`config.mk`:
```
export PLATFORM = sky130hd
export DESIGN_NAME = voice_keyctl
export DESIGN_NICKNAME = d
export VERILOG_FILES = /design/src/rtl/keyctl_pkg.sv /design/src/rtl/keyctl_regfile.sv /design/src/rtl/keyctl_ctrl.sv /design/src/rtl/keyctl_voice_seq.sv /design/src/rtl/voice_keyctl.sv
export SDC_FILE = /design/constraint.sdc
export NUM_CORES = 2
export LEC_CHECK = 0
export BUFFER_PORTS_ARGS = -buffer_cell sky130_fd_sc_hd__buf_2
export CORE_UTILIZATION = 40
export CTS_CLUSTER_DIAMETER = 40
export DETAILED_ROUTE_END_ITERATION = 10
export GPL_TIMING_DRIVEN = 0
export SETUP_SLACK_MARGIN = 0.02
export SLEW_MARGIN = 20
export SYNTH_ARGS = -nofsm -noshare
export SYNTH_HDL_FRONTEND = slang
export SYNTH_HIERARCHICAL = 1
export SYNTH_SLANG_ARGS = --single-unit
```
`constraint.sdc`:
```
create_clock -name clk -period 8.6 [get_ports clk]
set_input_delay 1.72 -clock clk [delete_from_list [all_inputs] [get_ports clk]]
set_output_delay 1.72 -clock clk [all_outputs]
set_load 0.005 [all_outputs]
```
`src/rtl/keyctl_pkg.sv`:
```
package keyctl_pkg;
   // control-flag bit positions
   localparam int unsigned FLAG_SRST    = 7;
   localparam int unsigned FLAG_MUTE    = 6;
   localparam int unsigned FLAG_ECHOOFF = 5;
   localparam int unsigned NOISE_W      = 5;
   localparam int unsigned DELAY_W      = 4;
   localparam int unsigned SLOT_W       = 7;

   // slot indexes with side effects
   localparam logic [SLOT_W-1:0] IDX_START = 7'h0F;
   localparam logic [SLOT_W-1:0] IDX_STOP  = 7'h1F;
   localparam logic [SLOT_W-1:0] IDX_FLAG  = 7'h2F;
   localparam logic [SLOT_W-1:0] IDX_END   = 7'h3F;
   localparam logic [SLOT_W-1:0] IDX_DELAY = 7'h4F;

   typedef struct packed {
      logic start;
      logic stop;
      logic flag;
      logic endf;
      logic delay;
   } slot_hit_t;
endpackage

```
`src/rtl/keyctl_regfile.sv`:
```
module keyctl_regfile #(
   parameter int unsigned AW = 7,
   parameter int unsigned DW = 8
) (
   input  logic          clk,
   input  logic          rst_n,
   input  logic          we,
   input  logic [AW-1:0] waddr,
   input  logic [DW-1:0] wdata,
   input  logic [AW-1:0] raddr,
   output logic [DW-1:0] rword
);
   localparam int unsigned NREG = 1 << AW;

   logic [DW-1:0] mem [NREG];

   for (genvar i = 0; i < NREG; i++) begin : g_word
      always_ff @(posedge clk) begin
         if (!rst_n)
            mem[i] <= '0;
         else if (we && waddr == AW'(i))
            mem[i] <= wdata;
      end
   end

   assign rword = mem[raddr];
endmodule

```
`src/rtl/keyctl_ctrl.sv`:
```
module keyctl_ctrl
   import keyctl_pkg::*;
#(
   parameter int unsigned DW = 8
) (
   input  logic               clk,
   input  logic               rst_n,
   input  logic               wr_flag,
   input  logic               wr_delay,
   input  logic [DW-1:0]      wdata,
   output logic               srst_now,
   output logic [DW-1:0]      flag_q,
   output logic               soft_rst_o,
   output logic               mute_o,
   output logic               echo_we_o,
   output logic [NOISE_W-1:0] noise_o,
   output logic [DELAY_W-1:0] delay_o
);
   localparam logic [DW-1:0] FLAG_RST = DW'((1 << FLAG_MUTE) | (1 << FLAG_ECHOOFF));

   logic [DW-1:0] flag_soft;

   assign srst_now = wr_flag & wdata[FLAG_SRST];

   always_comb begin
      flag_soft = FLAG_RST;
      flag_soft[NOISE_W-1:0] = wdata[NOISE_W-1:0];
   end

   always_ff @(posedge clk) begin
      if (!rst_n) begin
         flag_q     <= FLAG_RST;
         delay_o    <= '0;
         soft_rst_o <= 1'b0;
      end else begin
         soft_rst_o <= srst_now;
         if (wr_flag)
            flag_q <= srst_now ? flag_soft : wdata;
         if (wr_delay)
            delay_o <= wdata[DELAY_W-1:0];
      end
   end

   assign mute_o    = flag_q[FLAG_MUTE];
   assign echo_we_o = ~flag_q[FLAG_ECHOOFF];
   assign noise_o   = flag_q[NOISE_W-1:0];

   // a soft reset leaves the outputs muted with echo writes off
   assert_softrst_mutes_R5 : assert property (@(posedge clk) disable iff (!rst_n)
      soft_rst_o |-> (mute_o && !echo_we_o));
endmodule

```
`src/rtl/keyctl_voice_seq.sv`:
```
module keyctl_voice_seq #(
   parameter int unsigned VOICES = 8
) (
   input  logic              clk,
   input  logic              rst_n,
   input  logic              wr_start,
   input  logic              wr_stop,
   input  logic              wr_end,
   input  logic              srst,
   input  logic [VOICES-1:0] wdata,
   input  logic [VOICES-1:0] done,
   output logic [VOICES-1:0] start_o,
   output logic [VOICES-1:0] release_o,
   output logic [VOICES-1:0] kon_q,
   output logic [VOICES-1:0] koff_q,
   output logic [VOICES-1:0] end_q
);
   logic [VOICES-1:0] keyed_q, pend_q;
   logic [VOICES-1:0] fire, rel;
   logic [VOICES-1:0] keyed_d, pend_d, kon_d, koff_d, end_d;

   always_comb begin
      fire    = '0;
      rel     = '0;
      keyed_d = keyed_q;
      pend_d  = pend_q;
      kon_d   = kon_q;
      koff_d  = koff_q;
      end_d   = end_q | done;
      if (srst) begin
         rel     = keyed_q;
         keyed_d = '0;
         pend_d  = '0;
         kon_d   = '0;
         koff_d  = '0;
         end_d   = '0;
      end else if (wr_start) begin
         fire    = wdata & ~koff_q;
         pend_d  = (pend_q | (wdata & koff_q)) & ~fire;
         keyed_d = keyed_q | fire;
         kon_d   = wdata;
      end else if (wr_stop) begin
         rel     = wdata & keyed_q;
         fire    = ~wdata & pend_q;
         keyed_d = (keyed_q & ~rel) | fire;
         pend_d  = pend_q & ~rel & ~fire;
         kon_d   = kon_q & ~rel;
         koff_d  = wdata;
      end else if (wr_end) begin
         end_d   = '0;
      end
      end_d = end_d & ~fire;
   end

   always_ff @(posedge clk) begin
      if (!rst_n) begin
         keyed_q   <= '0;
         pend_q    <= '0;
         kon_q     <= '0;
         koff_q    <= '0;
         end_q     <= '0;
         start_o   <= '0;
         release_o <= '0;
      end else begin
         keyed_q   <= keyed_d;
         pend_q    <= pend_d;
         kon_q     <= kon_d;
         koff_q    <= koff_d;
         end_q     <= end_d;
         start_o   <= fire & ~rel;
         release_o <= rel;
      end
   end

   // start and release never coincide on one voice
   assert_pulse_disjoint_R10 : assert property (@(posedge clk) disable iff (!rst_n)
      (start_o & release_o) == '0);
   // only voices keyed in the previous cycle are released
   assert_release_keyed_R4 : assert property (@(posedge clk) disable iff (!rst_n)
      (release_o & ~$past(keyed_q)) == '0);
   // a started voice shows a clear end flag
   assert_start_clears_end_R2 : assert property (@(posedge clk) disable iff (!rst_n)
      (start_o & end_q) == '0);
   // a pending start only exists behind a set key-off bit
   assert_pend_behind_koff_R3 : assert property (@(posedge clk) disable iff (!rst_n)
      (pend_q & ~koff_q) == '0);
endmodule

```
`src/rtl/voice_keyctl.sv`:
```
module voice_keyctl
   import keyctl_pkg::*;
#(
   parameter int unsigned IDX_W  = 8,
   parameter int unsigned DW     = 8,
   parameter int unsigned VOICES = 8
) (
   input  logic               clk,
   input  logic               rst_n,
   input  logic [IDX_W-1:0]   host_idx,
   input  logic [DW-1:0]      host_wdata,
   input  logic               host_wr,
   input  logic               host_rd,
   output logic [DW-1:0]      host_rdata,
   input  logic [VOICES-1:0]  voice_done,
   output logic [VOICES-1:0]  voice_start,
   output logic [VOICES-1:0]  voice_release,
   output logic               soft_rst,
   output logic               mute,
   output logic               echo_we,
   output logic [NOISE_W-1:0] noise_rate,
   output logic [DELAY_W-1:0] echo_delay
);
   localparam int unsigned AW = IDX_W - 1;

   if (AW < SLOT_W) begin : g_bad_idx
      $error("IDX_W must leave room for 7 slot bits");
   end
   if (DW < 8) begin : g_bad_dw
      $error("DW must hold the control-flag fields");
   end
   if (VOICES > DW) begin : g_bad_voices
      $error("VOICES must fit in one data word");
   end

   logic          in_range, wr_ok;
   logic [AW-1:0] slot;
   slot_hit_t     hit;
   logic          srst_now;
   logic [DW-1:0] rf_word, flag_q, rd_mux;
   logic [VOICES-1:0] kon_q, koff_q, end_q;

   assign in_range = ~host_idx[IDX_W-1];
   assign slot     = host_idx[AW-1:0];
   assign wr_ok    = host_wr & in_range;

   always_comb begin
      hit.start = wr_ok && slot == AW'(IDX_START);
      hit.stop  = wr_ok && slot == AW'(IDX_STOP);
      hit.flag  = wr_ok && slot == AW'(IDX_FLAG);
      hit.endf  = wr_ok && slot == AW'(IDX_END);
      hit.delay = wr_ok && slot == AW'(IDX_DELAY);
   end

   keyctl_regfile #(.AW(AW), .DW(DW)) u_rf (
      .clk   (clk),
      .rst_n (rst_n),
      .we    (wr_ok),
      .waddr (slot),
      .wdata (host_wdata),
      .raddr (slot),
      .rword (rf_word)
   );

   keyctl_ctrl #(.DW(DW)) u_ctrl (
      .clk        (clk),
      .rst_n      (rst_n),
      .wr_flag    (hit.flag),
      .wr_delay   (hit.delay),
      .wdata      (host_wdata),
      .srst_now   (srst_now),
      .flag_q     (flag_q),
      .soft_rst_o (soft_rst),
      .mute_o     (mute),
      .echo_we_o  (echo_we),
      .noise_o    (noise_rate),
      .delay_o    (echo_delay)
   );

   keyctl_voice_seq #(.VOICES(VOICES)) u_seq (
      .clk       (clk),
      .rst_n     (rst_n),
      .wr_start  (hit.start),
      .wr_stop   (hit.stop),
      .wr_end    (hit.endf),
      .srst      (srst_now),
      .wdata     (host_wdata[VOICES-1:0]),
      .done      (voice_done),
      .start_o   (voice_start),
      .release_o (voice_release),
      .kon_q     (kon_q),
      .koff_q    (koff_q),
      .end_q     (end_q)
   );

   always_comb begin
      if (slot == AW'(IDX_START))
         rd_mux = DW'(kon_q);
      else if (slot == AW'(IDX_STOP))
         rd_mux = DW'(koff_q);
      else if (slot == AW'(IDX_FLAG))
         rd_mux = flag_q;
      else if (slot == AW'(IDX_END))
         rd_mux = DW'(end_q);
      else
         rd_mux = rf_word;
   end

   always_ff @(posedge clk) begin
      if (!rst_n)
         host_rdata <= '0;
      else if (host_rd)
         host_rdata <= rd_mux;
   end

   // the soft-reset pulse always comes with an empty key-off register
   assert_softrst_clears_R5 : assert property (@(posedge clk) disable iff (!rst_n)
      soft_rst |-> (koff_q == '0 && kon_q == '0 && end_q == '0));
endmodule

```
==> metrics.md <==
| Metric | Value |
|---|---|
| Status | `complete, no violations` |
| RSZ-0062 raised after global routing | `no` |
| Synth Area per Inst | `about 15 sq um` |
| Max Freq | `0.1844 GHz` |
| Initial DRC Count | `~4100` |
| Core Area | `roughly 0.13 sq mm` |
| Share of the synthesized area in the top cell type | `between 60 and 70%` |
| Largest net degree at the start of global routing | `17` |
| Fin. max-slew vios | `0` |
| Clk sinks | `about 1100` |
| Vias post-DR | `approximately 30000` |
| Antenna violations before repair | `12` |
| DRC viols | `0` |
| Boundary pin count | `between 60 and 70` |
| Post-CTS Setup Bufs | `0` |
| Syn Inst Count | `between 3000 and 4000` |
| Final ANT Viol Nets | `0` |
| Hold WC Path Type | `reg -> reg` |
| Worst R2R Path Depth | `6` |
| Worst setup EP type | `register` |
| Met3 Use GR | `6.512%` |
| Most common cell in the netlist | `edfxtp_1` |
| CP Class | `in -> reg` |
| Minimum clock period | `5.423 ns` |
| Leading area contributor after synthesis | `edfxtp_1` |
| Reg-to-Reg Start | `u_rf/mem[95][1]` |
| GRT Resource Usage Total | `~25%` |
| Clock Path Buffers | `3` |
| FF+latch count, synth | `between 1000 and 1500` |
| Final setup viols | `0` |
| CP Launch Type | `input port` |
| Clock Pin Slew Worst Setup and Hold Paths | `roughly 0.060 ns` |
| VDD IR-drop max | `just over 0.2 mV` |
| Final nets | `3600` |
| Post-DP HPWL | `114500 um` |
| Slew headroom | `12.77%` |
| Die area | `approximately 0.13 sq mm` |
| Crit-path cells | `buf_2, clkbuf_1, buf_1, mux4_2, mux4_2, mux4_2, mux2_2, o311ai_0, o221ai_1` |
| Reg2reg setup slack | `5.68 ns` |
| Reg2reg end | `host_rdata[1]` |
| Crit-path most repeated cell | `mux4_2` |
| Routed WL per cell | `approximately 30 um` |
| CTS tree | `done` |
| Post-synthesis sequential area ratio | `roughly 63%` |
| Via density per instance | `5.760` |
| Layout cells sized above 1 | `between 20% and 30%` |
| YS warnings | `6` |
| Crit-path leading delay family | `buffers and inverters` |
| Gr ovfl total | `0` |
| Fin crit share | `63.06%` |
| Crit path capture | `host_rdata[2]` |
| CP max-delay cell | `buf_1` |
| GRT busiest layer | `met2` |
| Grt met1 use | `between 30% and 40%` |
| Synth top cells by count | `edfxtp_1, and2_1, mux4_2, clkbuf_1, o21ai_0` |
| DRT Pass-1 Iters | `9` |
| Synth Flop Type | `edfxtp_1` |
| Row Count | `130` |
| Final wirelength | `~160000 um` |
| Hold Vio Cnt, Final | `0` |
| Initial core utilization | `between 40% and 50%` |
| Worst setup path start | `host_idx[2]` |
| Pleak | `roughly 0.02 uW` |
| Max-Cap Viols | `0` |
| Power, Total | `13590 uW` |
| Final core occ | `between 40 and 50%` |
| Chip Width | `359.0 um` |
| Root buffer cell | `clkbuf_16` |
| # hold bufs at CTS | `0` |
| M2 GR Usage | `a little under two fifths` |
| Worst Max-Slew Pin Slew | `1.308 ns` |
| Hold Slack | `roughly 0.47 ns` |
| Placed Cells | `about 5100` |
| Skew final | `around 0.024 ns` |
| Die Ht | `about 360 um` |
| Post-CTS resize count | `0` |
| WP data arrival | `between 6 and 7 ns` |
| GP Congestion | `between 0.9 and 1` |
| EDFF count, synth | `just over 1000` |
| Synth async-reset ratio | `0%` |
| Power density over the cells | `approximately 230 mW/mm^2` |
| CTS HTree Levels | `4` |
| Vias in the first global route | `~31000` |
| Post-route setup TNS | `0 ns` |
| WP buf/inv | `3` |
| Clock latency on the worst-skew pair | `roughly 0.77 ns` |
| Port bufs | `between 60 and 70` |
| Syn Nets | `3377` |
| Synth area leaders | `edfxtp_1, mux4_2, and2_1, dfxtp_1, clkbuf_1` |
| Synth cell types | `58` |
| Global-route wire length before repair | `about 220000 um` |
| Fin cells | `5349` |
| CP Depth | `9` |
| TritonCTS Buffers | `149` |
| Max FO, Critical Path | `14` |
| Critical Path RT | `between 9 and 10 ns` |
| Area Overhead vs Synth | `15.10%` |
| Max incr delay on CP | `just over 0.9 ns` |
| Cell Area, Synth | `0.05098 sq mm` |
[routing by layer]
layer	wire (um)	part of all wire, %
met2	72700	46
met5	129	0.081
met3	16470	10
met1	61920	39
met4	8118	5.1
[cells in the final DEF (no fill, tap or decap), types with 20 or more instances in the layout]
master	instances
dfxtp_1	77
buf_4	28
nor2b_1	22
a21oi_1	33
clkbuf_16	151
and3_1	27
nor2_1	148
buf_2	88
and2_1	1009
o21ai_1	129
nand2_1	56
edfxtp_1	1024
bufinv_16	21
o21ai_0	23
clkbuf_2	20
mux4_2	336
clkbuf_1	205
[worst reg2reg max path, cell delays in order (launching register included)]
cell      delay, ns
edfxtp_1       0.38
mux4_2         0.51
mux4_2         0.60
mux4_2         0.65
mux2_2         0.36
o311ai_0       0.10
o221ai_1       0.18
[through the flow]
step / setup slack (ns) / cell area [sq um]
finish: 3.177 / 58670
global route: 3.161 / 58670
CTS: 3.278 / 58650
detailed placement: 2.452 / 53450
global placement: 2.439 / 53350
floorplan: 4.128 / 50980
[worst min-delay path by stage]
stage	cells after the start	slack (ns)	endpoint	startpoint
6_report	2	0.47	register	register
5_1_grt	2	0.49	u_seq/end_q[0]	u_seq/end_q[0]
4_1_cts	2	0.47	register	register
3_5_place_dp	2	0.46	register	register
3_3_place_gp	2	0.46	u_seq/end_q[6]	u_seq/end_q[6]
2_1_floorplan	2	0.44	u_seq/release_o[1]	u_seq/keyed_q[1]
[sequential cells by signal, indices dropped and copies added, names as in the netlist, named ones only]
register,count
host_rdata,8
u_ctrl/delay_o,4
u_ctrl/flag_q,8
u_ctrl/soft_rst_o,1
u_rf/mem,1024
u_seq/end_q,8
u_seq/keyed_q,8
u_seq/koff_q,8
u_seq/kon_q,8
u_seq/release_o,8
u_seq/start_o,8
[power by group]
group,switching (uW),internal (uW)
clock,2480,3910
sequential,79.9,6100
combinational,646,367
[cells by family (layout without fill, tap and decap cells)]
| logic type | after synthesis | after routing | share of synthesized area [%] |
|---|---|---|---|
| and+or+nand+nor | 1345 | 1345 | 15.62 |
| DFF | 1101 | 1101 | 63.34 |
| muxes | 369 | 369 | 15.53 |
| buffers and inverters | 297 | 645 | 2.624 |
| AOI/OAI and AO/OA | 237 | 237 | 2.884 |
| other | 0 | 2 | 0 |
[layout make-up]
cell class              instances  area (sq um)
clock buffers                 165          3831
fillers                     10810         67390
multi-input cells            1951         17350
diodes                          2         5.005
clock inverters               111          1369
inverters                      13         48.80
repair buffers                 72         392.9
plain buffers                 284          1315
flip-flops and latches       1101         32290
well taps                    1650          2064
No activity file was read; power rests on OpenSTA's default activity.
